`config.mk`:
```
export PLATFORM = sky130hd
export DESIGN_NAME = lcell_lut_block
export DESIGN_NICKNAME = d
export VERILOG_FILES = /design/src/rtl/lcell_pkg.sv /design/src/rtl/lcell_table.sv /design/src/rtl/lcell_mode_reg.sv /design/src/rtl/lcell_out_bit.sv /design/src/rtl/lcell_lut_block.sv
export SDC_FILE = /design/constraint.sdc
export NUM_CORES = 1
export LEC_CHECK = 0
export ABC_AREA = 1
export BUFFER_PORTS_ARGS = -buffer_cell sky130_fd_sc_hd__buf_2
export CAP_MARGIN = 20
export CORE_MARGIN = 4
export CORE_UTILIZATION = 40
export CTS_BUF_LIST = sky130_fd_sc_hd__clkbuf_8
export CTS_CLUSTER_SIZE = 16
export DETAILED_ROUTE_END_ITERATION = 16
export MAX_ROUTING_LAYER = met4
export PLACE_DENSITY_LB_ADDON = 0.2
export SYNTH_ARGS = -nofsm -noshare
export SYNTH_HDL_FRONTEND = slang
export SYNTH_SLANG_ARGS = --single-unit
```
`constraint.sdc`:
```
create_clock -name clk -period 1.2 [get_ports clk]
set_clock_uncertainty 0.05 [all_clocks]
set_input_delay 0.12 -clock clk [delete_from_list [all_inputs] [get_ports clk]]
set_output_delay 0.12 -clock clk [all_outputs]
set_load 0.05 [all_outputs]
```
`src/rtl/lcell_pkg.sv`:
```
package lcell_pkg;
    localparam int LC_IN_W  = 3;
    localparam int LC_OUT_W = 2;

    typedef enum logic {
        CFG_WRITE = 1'b0,
        CFG_READ  = 1'b1
    } cfg_op_e;

    typedef enum logic {
        OUT_COMB = 1'b0,
        OUT_REG  = 1'b1
    } out_mode_e;
endpackage

```
`src/rtl/lcell_table.sv`:
```
module lcell_table #(
    parameter int IN_W  = 3,
    parameter int OUT_W = 2
) (
    input  logic             clk,
    input  logic             wr_en,
    input  logic [IN_W-1:0]  wr_addr,
    input  logic [OUT_W-1:0] wr_data,
    input  logic [IN_W-1:0]  rd_addr,
    output logic [OUT_W-1:0] rd_data
);
    localparam int ROWS = 1 << IN_W;

    logic [OUT_W-1:0] rows [ROWS] = '{default: '0};

    always_ff @(posedge clk) begin
        if (wr_en) begin
            rows[wr_addr] <= wr_data;
        end
    end

    always_comb begin
        rd_data = rows[rd_addr];
    end
endmodule

```
`src/rtl/lcell_mode_reg.sv`:
```
module lcell_mode_reg #(
    parameter int OUT_W = 2
) (
    input  logic             clk,
    input  logic             load,
    input  logic [OUT_W-1:0] mode_in,
    output logic [OUT_W-1:0] mode_q
);
    logic [OUT_W-1:0] mode_r = '0;

    always_ff @(posedge clk) begin
        if (load) begin
            mode_r <= mode_in;
        end
    end

    assign mode_q = mode_r;
endmodule

```
`src/rtl/lcell_out_bit.sv`:
```
module lcell_out_bit
    import lcell_pkg::*;
(
    input  logic      clk,
    input  logic      rst,
    input  logic      d,
    input  out_mode_e mode,
    output logic      q,
    output logic      y
);
    logic q_r;

    always_ff @(posedge clk) begin
        if (rst) begin
            q_r <= 1'b0;
        end else begin
            q_r <= d;
        end
    end

    always_comb begin
        unique case (mode)
            OUT_COMB: y = d;
            OUT_REG:  y = q_r;
            default:  y = d;
        endcase
    end

    assign q = q_r;
endmodule

```
`src/rtl/lcell_lut_block.sv`:
```
module lcell_lut_block
    import lcell_pkg::*;
#(
    parameter int IN_W  = LC_IN_W,
    parameter int OUT_W = LC_OUT_W
) (
    input  logic             clk,
    input  logic             rst,
    input  logic [IN_W-1:0]  cfg_addr,
    input  logic [OUT_W-1:0] cfg_wdata,
    input  logic             cfg_rw,
    input  logic [OUT_W-1:0] cfg_mode,
    input  logic [IN_W-1:0]  lin,
    output logic [OUT_W-1:0] y
);
    cfg_op_e          cfg_op;
    logic             cfg_wr;
    logic [OUT_W-1:0] lut_val;
    logic [OUT_W-1:0] mode_q;
    logic [OUT_W-1:0] reg_q;

    always_comb begin
        cfg_op = cfg_op_e'(cfg_rw);
        unique case (cfg_op)
            CFG_WRITE: cfg_wr = 1'b1;
            CFG_READ:  cfg_wr = 1'b0;
            default:   cfg_wr = 1'b0;
        endcase
    end

    lcell_table #(.IN_W(IN_W), .OUT_W(OUT_W)) u_table (
        .clk     (clk),
        .wr_en   (cfg_wr),
        .wr_addr (cfg_addr),
        .wr_data (cfg_wdata),
        .rd_addr (lin),
        .rd_data (lut_val)
    );

    lcell_mode_reg #(.OUT_W(OUT_W)) u_mode (
        .clk     (clk),
        .load    (cfg_wr),
        .mode_in (cfg_mode),
        .mode_q  (mode_q)
    );

    for (genvar i = 0; i < OUT_W; i++) begin : g_out
        lcell_out_bit u_bit (
            .clk  (clk),
            .rst  (rst),
            .d    (lut_val[i]),
            .mode (out_mode_e'(mode_q[i])),
            .q    (reg_q[i]),
            .y    (y[i])
        );
    end
endmodule

```
* After elaboration in Yosys (flattened, before gate mapping) *
Memory sizes are Yosys's and may differ from the RTL's.
Index checks and enable logic that the tools add are counted.

word-level totals
  logic and storage cells = 12
  bits in read-only memories = 0
  output and inout bits = 2
  RAM bits = 16
  register bits after elaboration = 4
  memories kept = 1
  latch bits = 0
  input bits = 13

cells by class
  mux-type cells = 5
  divide/modulo/power cells = 0
  $mul = 0
  reductions and logical operators = 0
  equal/unequal tests = 0
  add/subtract/negate cells = 0
  $lt $le $gt $ge = 0
  shift-type cells = 0
  bitwise operators = 3

memories
  name          depth  bits a word  rd ports  clocked after memory_dff  wr ports  line               RTL
  u_table.rows  8      2            1         0                         1         lcell_table.sv:14  logic [OUT_W-1:0] rows [ROWS] = '{default: '0};

operator list
  kind                                   number
  1-bit one-hot mux with 2 select lines  3
  1-bit inverter                         3
  1-bit two-way mux                      2

* Longest topological paths before layout *
  word-level depth = 4
  gate-level depth with buffers = 8
  depth with buffers taken out = 6

* Cells and area by module *
From an unflattened synthesis, not the netlist that was laid out.

unflattened totals
  cells, all modules = 104
  area total of the unflattened synthesis = 920.9 µm²

modules (own cells, without submodules)
  module           cells each  instances  seq. area each (µm²)  area each (µm²)
  lcell_table      87          1          480.5                 767.0
  lcell_out_bit    7           2          20.0                  45.0
  lcell_mode_reg   2           1          60.1                  60.1
  lcell_lut_block  1           1          0.0                   3.8

* Worst setup path before layout *
No wires, ideal clock.

  path kind = register -> output
  start = mem u_table.rows[3][0]
  end = out y[0]
  arrival time = 0.875 ns
  path buffers = 1
  stages on the path, launching flop included = 8
  slack = 0.155 ns
  data required time = 1.030 ns
  cell sequence = edfxtp_1 inv_1 nand2_1 nand3_1 nand3_1 nand3_1 nand2_1 buf_4

between the ends
  word-level cells in the longest chain between the ends = 2

RTL lines
  item                                   line                   RTL
  from (decl)                            lcell_table.sv:14
  memory read 8 x 2 bit                  n/a
  1-bit one-hot mux with 2 select lines  lcell_out_bit.sv:22    unique case (mode)
  to (decl)                              lcell_lut_block.sv:14  output logic [OUT_W-1:0] y

No other way between the ends.

* Worst setup path in the final report *
  start = mem u_table.rows[4][0]
  end = out y[0]

The elaborated chain is that of the path after synthesis.

==> impl_summary.log <==
[metrics] most common cell after layout, fill and taps aside: sky130_fd_sc_hd__nand2_1
[metrics] Top Ports: 15
[metrics] crit path launch type: register
[metrics] biggest area contributors in the synthesized netlist: sky130_fd_sc_hd__edfxtp_1 58%, sky130_fd_sc_hd__nand2_1 11%, sky130_fd_sc_hd__inv_1 8.9%
[metrics] critical path arrival: 1.23 ns
[metrics] post-synthesis cell count: 99
[metrics] CTS tree: built
[metrics] cell depth of the worst min-delay path: 1
[metrics] number of buffers added by the clock tree synthesis step: 3
[metrics] Worst Hold Path EP: u_table.rows[0][1]
[metrics] most repeated library cell on the critical path: sky130_fd_sc_hd__nand3_2
[metrics] starting density of the core: 41.8%
[metrics] kind of critical path: reg2out
[metrics] leakage power: 0.539 nW
[metrics] CTS Sinks: 20
[metrics] CP Max Fanout: 2
[metrics] number of rows in the core area: 17
[metrics] deepest level of the CTS H-tree: 1
[metrics] number of diodes: 0
[metrics] crit-path leading delay family: simple AND/OR/NAND/NOR gates
[metrics] Die Span Y: 56.1 microns
[metrics] worst-path cell with the longest stage delay: sky130_fd_sc_hd__edfxtp_1
[metrics] register area share after synthesis: 62.8%
[metrics] violations in the final reports: negative setup slack
[metrics] port bufs: 14
[metrics] Clk Tree Root Cell: sky130_fd_sc_hd__clkbuf_8
[metrics] final number of hold-violating endpoints: 0
[metrics] worst reg2reg path startpoint: u_table.rows[4][0]
[metrics] Avg Inst Size Synth: 9.34 sq um
[metrics] maximum VDD drop: 782 uV
[metrics] post-layout instance area: 1140 sq um
[metrics] Clk Latency, worst-skew pair: 0.26 ns
[metrics] DPL Wire Length: 1.28 mm
[metrics] die area: 3140 sq um
[metrics] wire length of the first global-routing pass: 2.61 mm
[metrics] Net Count, Synth: 112
[metrics] DRT iter0 DRCs: 13
[metrics] area share of the leading cell type in the synthesized netlist: 58.5%
[metrics] flip-flop and latch count after synthesis: 20
[metrics] Period minus WS final: 1.40 ns
[metrics] buffers and inverters on the worst path: 1
[metrics] floorplan die width: 56.1 microns
[metrics] Synth area leader: sky130_fd_sc_hd__edfxtp_1
[metrics] worst stage delay on the critical path: 0.39 ns
[metrics] post-route worst setup slack: -0.205 ns
[metrics] CTS max path bufs: 2
[metrics] post-placement cell area: 1010 sq um
[metrics] series of cell instances along the critical path: nor2_2 -> nor2_1 -> nand2_1 -> nand3_2 -> nand3_2 -> nand2_2 -> buf_6
[metrics] antenna-violating nets left: 0
[metrics] routed wire length: 1.60 mm
[metrics] GR Overflow Total: 0
[metrics] via density per instance: 4.49
[metrics] antenna violations before repair: 0
[metrics] slew margin rel.: 84.3%
[metrics] Min-Delay Startpoint: cfg_wdata[1]
[metrics] fmax: 0.712 GHz
[metrics] transition time at the pin with the least slew margin: 0.235 ns
[metrics] maximum number of pins on one net before global-route repair: 13
[metrics] result of the run: finished with violations
[metrics] GRT Total Usage: 11.6%
[metrics] kind of end point of the critical path: primary output
[metrics] setup fix buffers added after clock tree synthesis: 0
[metrics] Routed wire per std cell: 11.0 microns
[metrics] aggregate negative setup slack: -0.395 ns
[metrics] core footprint: 2210 sq um
[metrics] most used cells in the layout excluding fill and tap cells: 26 x sky130_fd_sc_hd__nand2_1, 22 x sky130_fd_sc_hd__inv_1, 18 x sky130_fd_sc_hd__edfxtp_1
[metrics] unique cell type count in the Yosys netlist: 11
[metrics] required time of the critical path: 1.03 ns
[metrics] fin nets: 132
[metrics] Reg2Reg Depth: 6
[metrics] worst reg2reg endpoint: g_out[0].u_bit.q
[metrics] Area growth, synth to finish: 23.5%
[metrics] share of the cycle needed by the critical path after routing: 117%
[metrics] pins over their slew limit: 0
[metrics] DRC violation count after routing: 0
[metrics] RSZ-0062 raised after global routing: yes
[metrics] number of max-cap violations: 0
[metrics] yosys synthesis warning count: 0
[metrics] drt pass-1 iters: 4
[metrics] vias after detailed routing: 655
[metrics] setup-violating endpoint count in the final report: 2
[metrics] clock input transition at the sequential cells of the worst setup and hold paths: 0.07 ns
[metrics] Hold Worst Slack: 0.0961 ns
[metrics] PD cells: 1440 nW/um^2
[metrics] vias in the first global route: 601
[metrics] type of the most critical hold path: in2reg
[metrics] r2r setup slk: 0.24 ns
[metrics] netlist area before placement: 925 sq um
[metrics] Design Power: 0.00164 W
[metrics] utilization after layout: 51.6%
[metrics] gp weighted congestion: 0.741
[metrics] fraction of final layout cells sized beyond drive strength 1: 23.7%
registers in the layout, indices dropped and copies added (netlist names):
name and cells:
g_out.u_bit.q 2, u_table.rows 16, u_mode.mode_q 2
Yosys cell counts:
library cell                n
sky130_fd_sc_hd__nand3_2    2
sky130_fd_sc_hd__dfxtp_1    2
sky130_fd_sc_hd__buf_6      1
sky130_fd_sc_hd__nand3_1   10
sky130_fd_sc_hd__inv_1     22
sky130_fd_sc_hd__nand2_1   27
sky130_fd_sc_hd__or2_2      1
sky130_fd_sc_hd__nor2_2     2
sky130_fd_sc_hd__edfxtp_1  18
sky130_fd_sc_hd__nor2_1    12
sky130_fd_sc_hd__buf_4      2
cells by family after synthesis:
| group | after synthesis | share of synthesized area (%) |
|---|---|---|
| AND/OR/NAND/NOR | 54 | 25.4 |
| buffers and inverters | 25 | 11.8 |
| flip-flops | 20 | 62.8 |
worst reg2reg max path, cell delays in order (launching register included):
cell and delay [ns]:
sky130_fd_sc_hd__edfxtp_1 0.39, sky130_fd_sc_hd__nor2_2 0.12, sky130_fd_sc_hd__nor2_1 0.04, sky130_fd_sc_hd__nand2_1 0.08
sky130_fd_sc_hd__nand3_2 0.08, sky130_fd_sc_hd__nand2_1 0.07, sky130_fd_sc_hd__nor2_1 0.04
cell type report:
type | count | area, sq um
clock buffer | 3 | 41.3
clock inverter | 1 | 30.0
fill | 221 | 1070
inverter | 22 | 82.6
multi-input combinational | 54 | 253
sequential | 20 | 581
tap | 28 | 35.0
timing repair buffer | 18 | 120
layer usage:
| metal | global-route usage, % | vias up | part of all wire, % |
|---|---|---|---|
| met4 | 8.14 | 0 | 2.9 |
| li1 | - | 340 | - |
| met2 | 17.5 | 18 | 45 |
| met5 | - | - | 0 |
| met3 | 3.25 | 5 | 6.6 |
| met1 | 13.3 | 292 | 46 |
worst max path at each step:
stage,slack [ns],from,end,depth (start not counted)
final,-0.20,u_table.rows[4][0],y[0],7
after floorplan,0.16,u_table.rows[3][0],y[0],7
after CTS,-0.21,u_table.rows[4][0],y[0],7
after global placement,-0.006,lin[0],y[0],8
after global routing,-0.28,u_table.rows[4][0],y[0],7
after detailed placement,-0.04,lin[0],y[0],8
report_power, final:
part	total [W]	leakage [nW]	internal [W]	switching, W
Combinational	0.000183	0.322	0.0000705	0.000112
Sequential	0.000798	0.182	0.000788	0.00000925
Clock	0.000663	0.0357	0.000445	0.000218
Total	0.00164	0.539	0.00130	0.000340
through the flow:
stage               setup WS, ns  cells
floorplan                  0.155     99
global placement        -0.00633    139
detailed placement       -0.0369    139
CTS                       -0.205    146
global route              -0.284    146
finish                    -0.205    146
timing repair:
item / CTS / global route
hold buffers: 3 / 0
resized for setup: 5 / 3
pin swaps: 2 / 6
endpoints found under the setup margin: 2 / 2
hold endpoints to repair: 4 / 0
(Power assumes the default switching activity.)
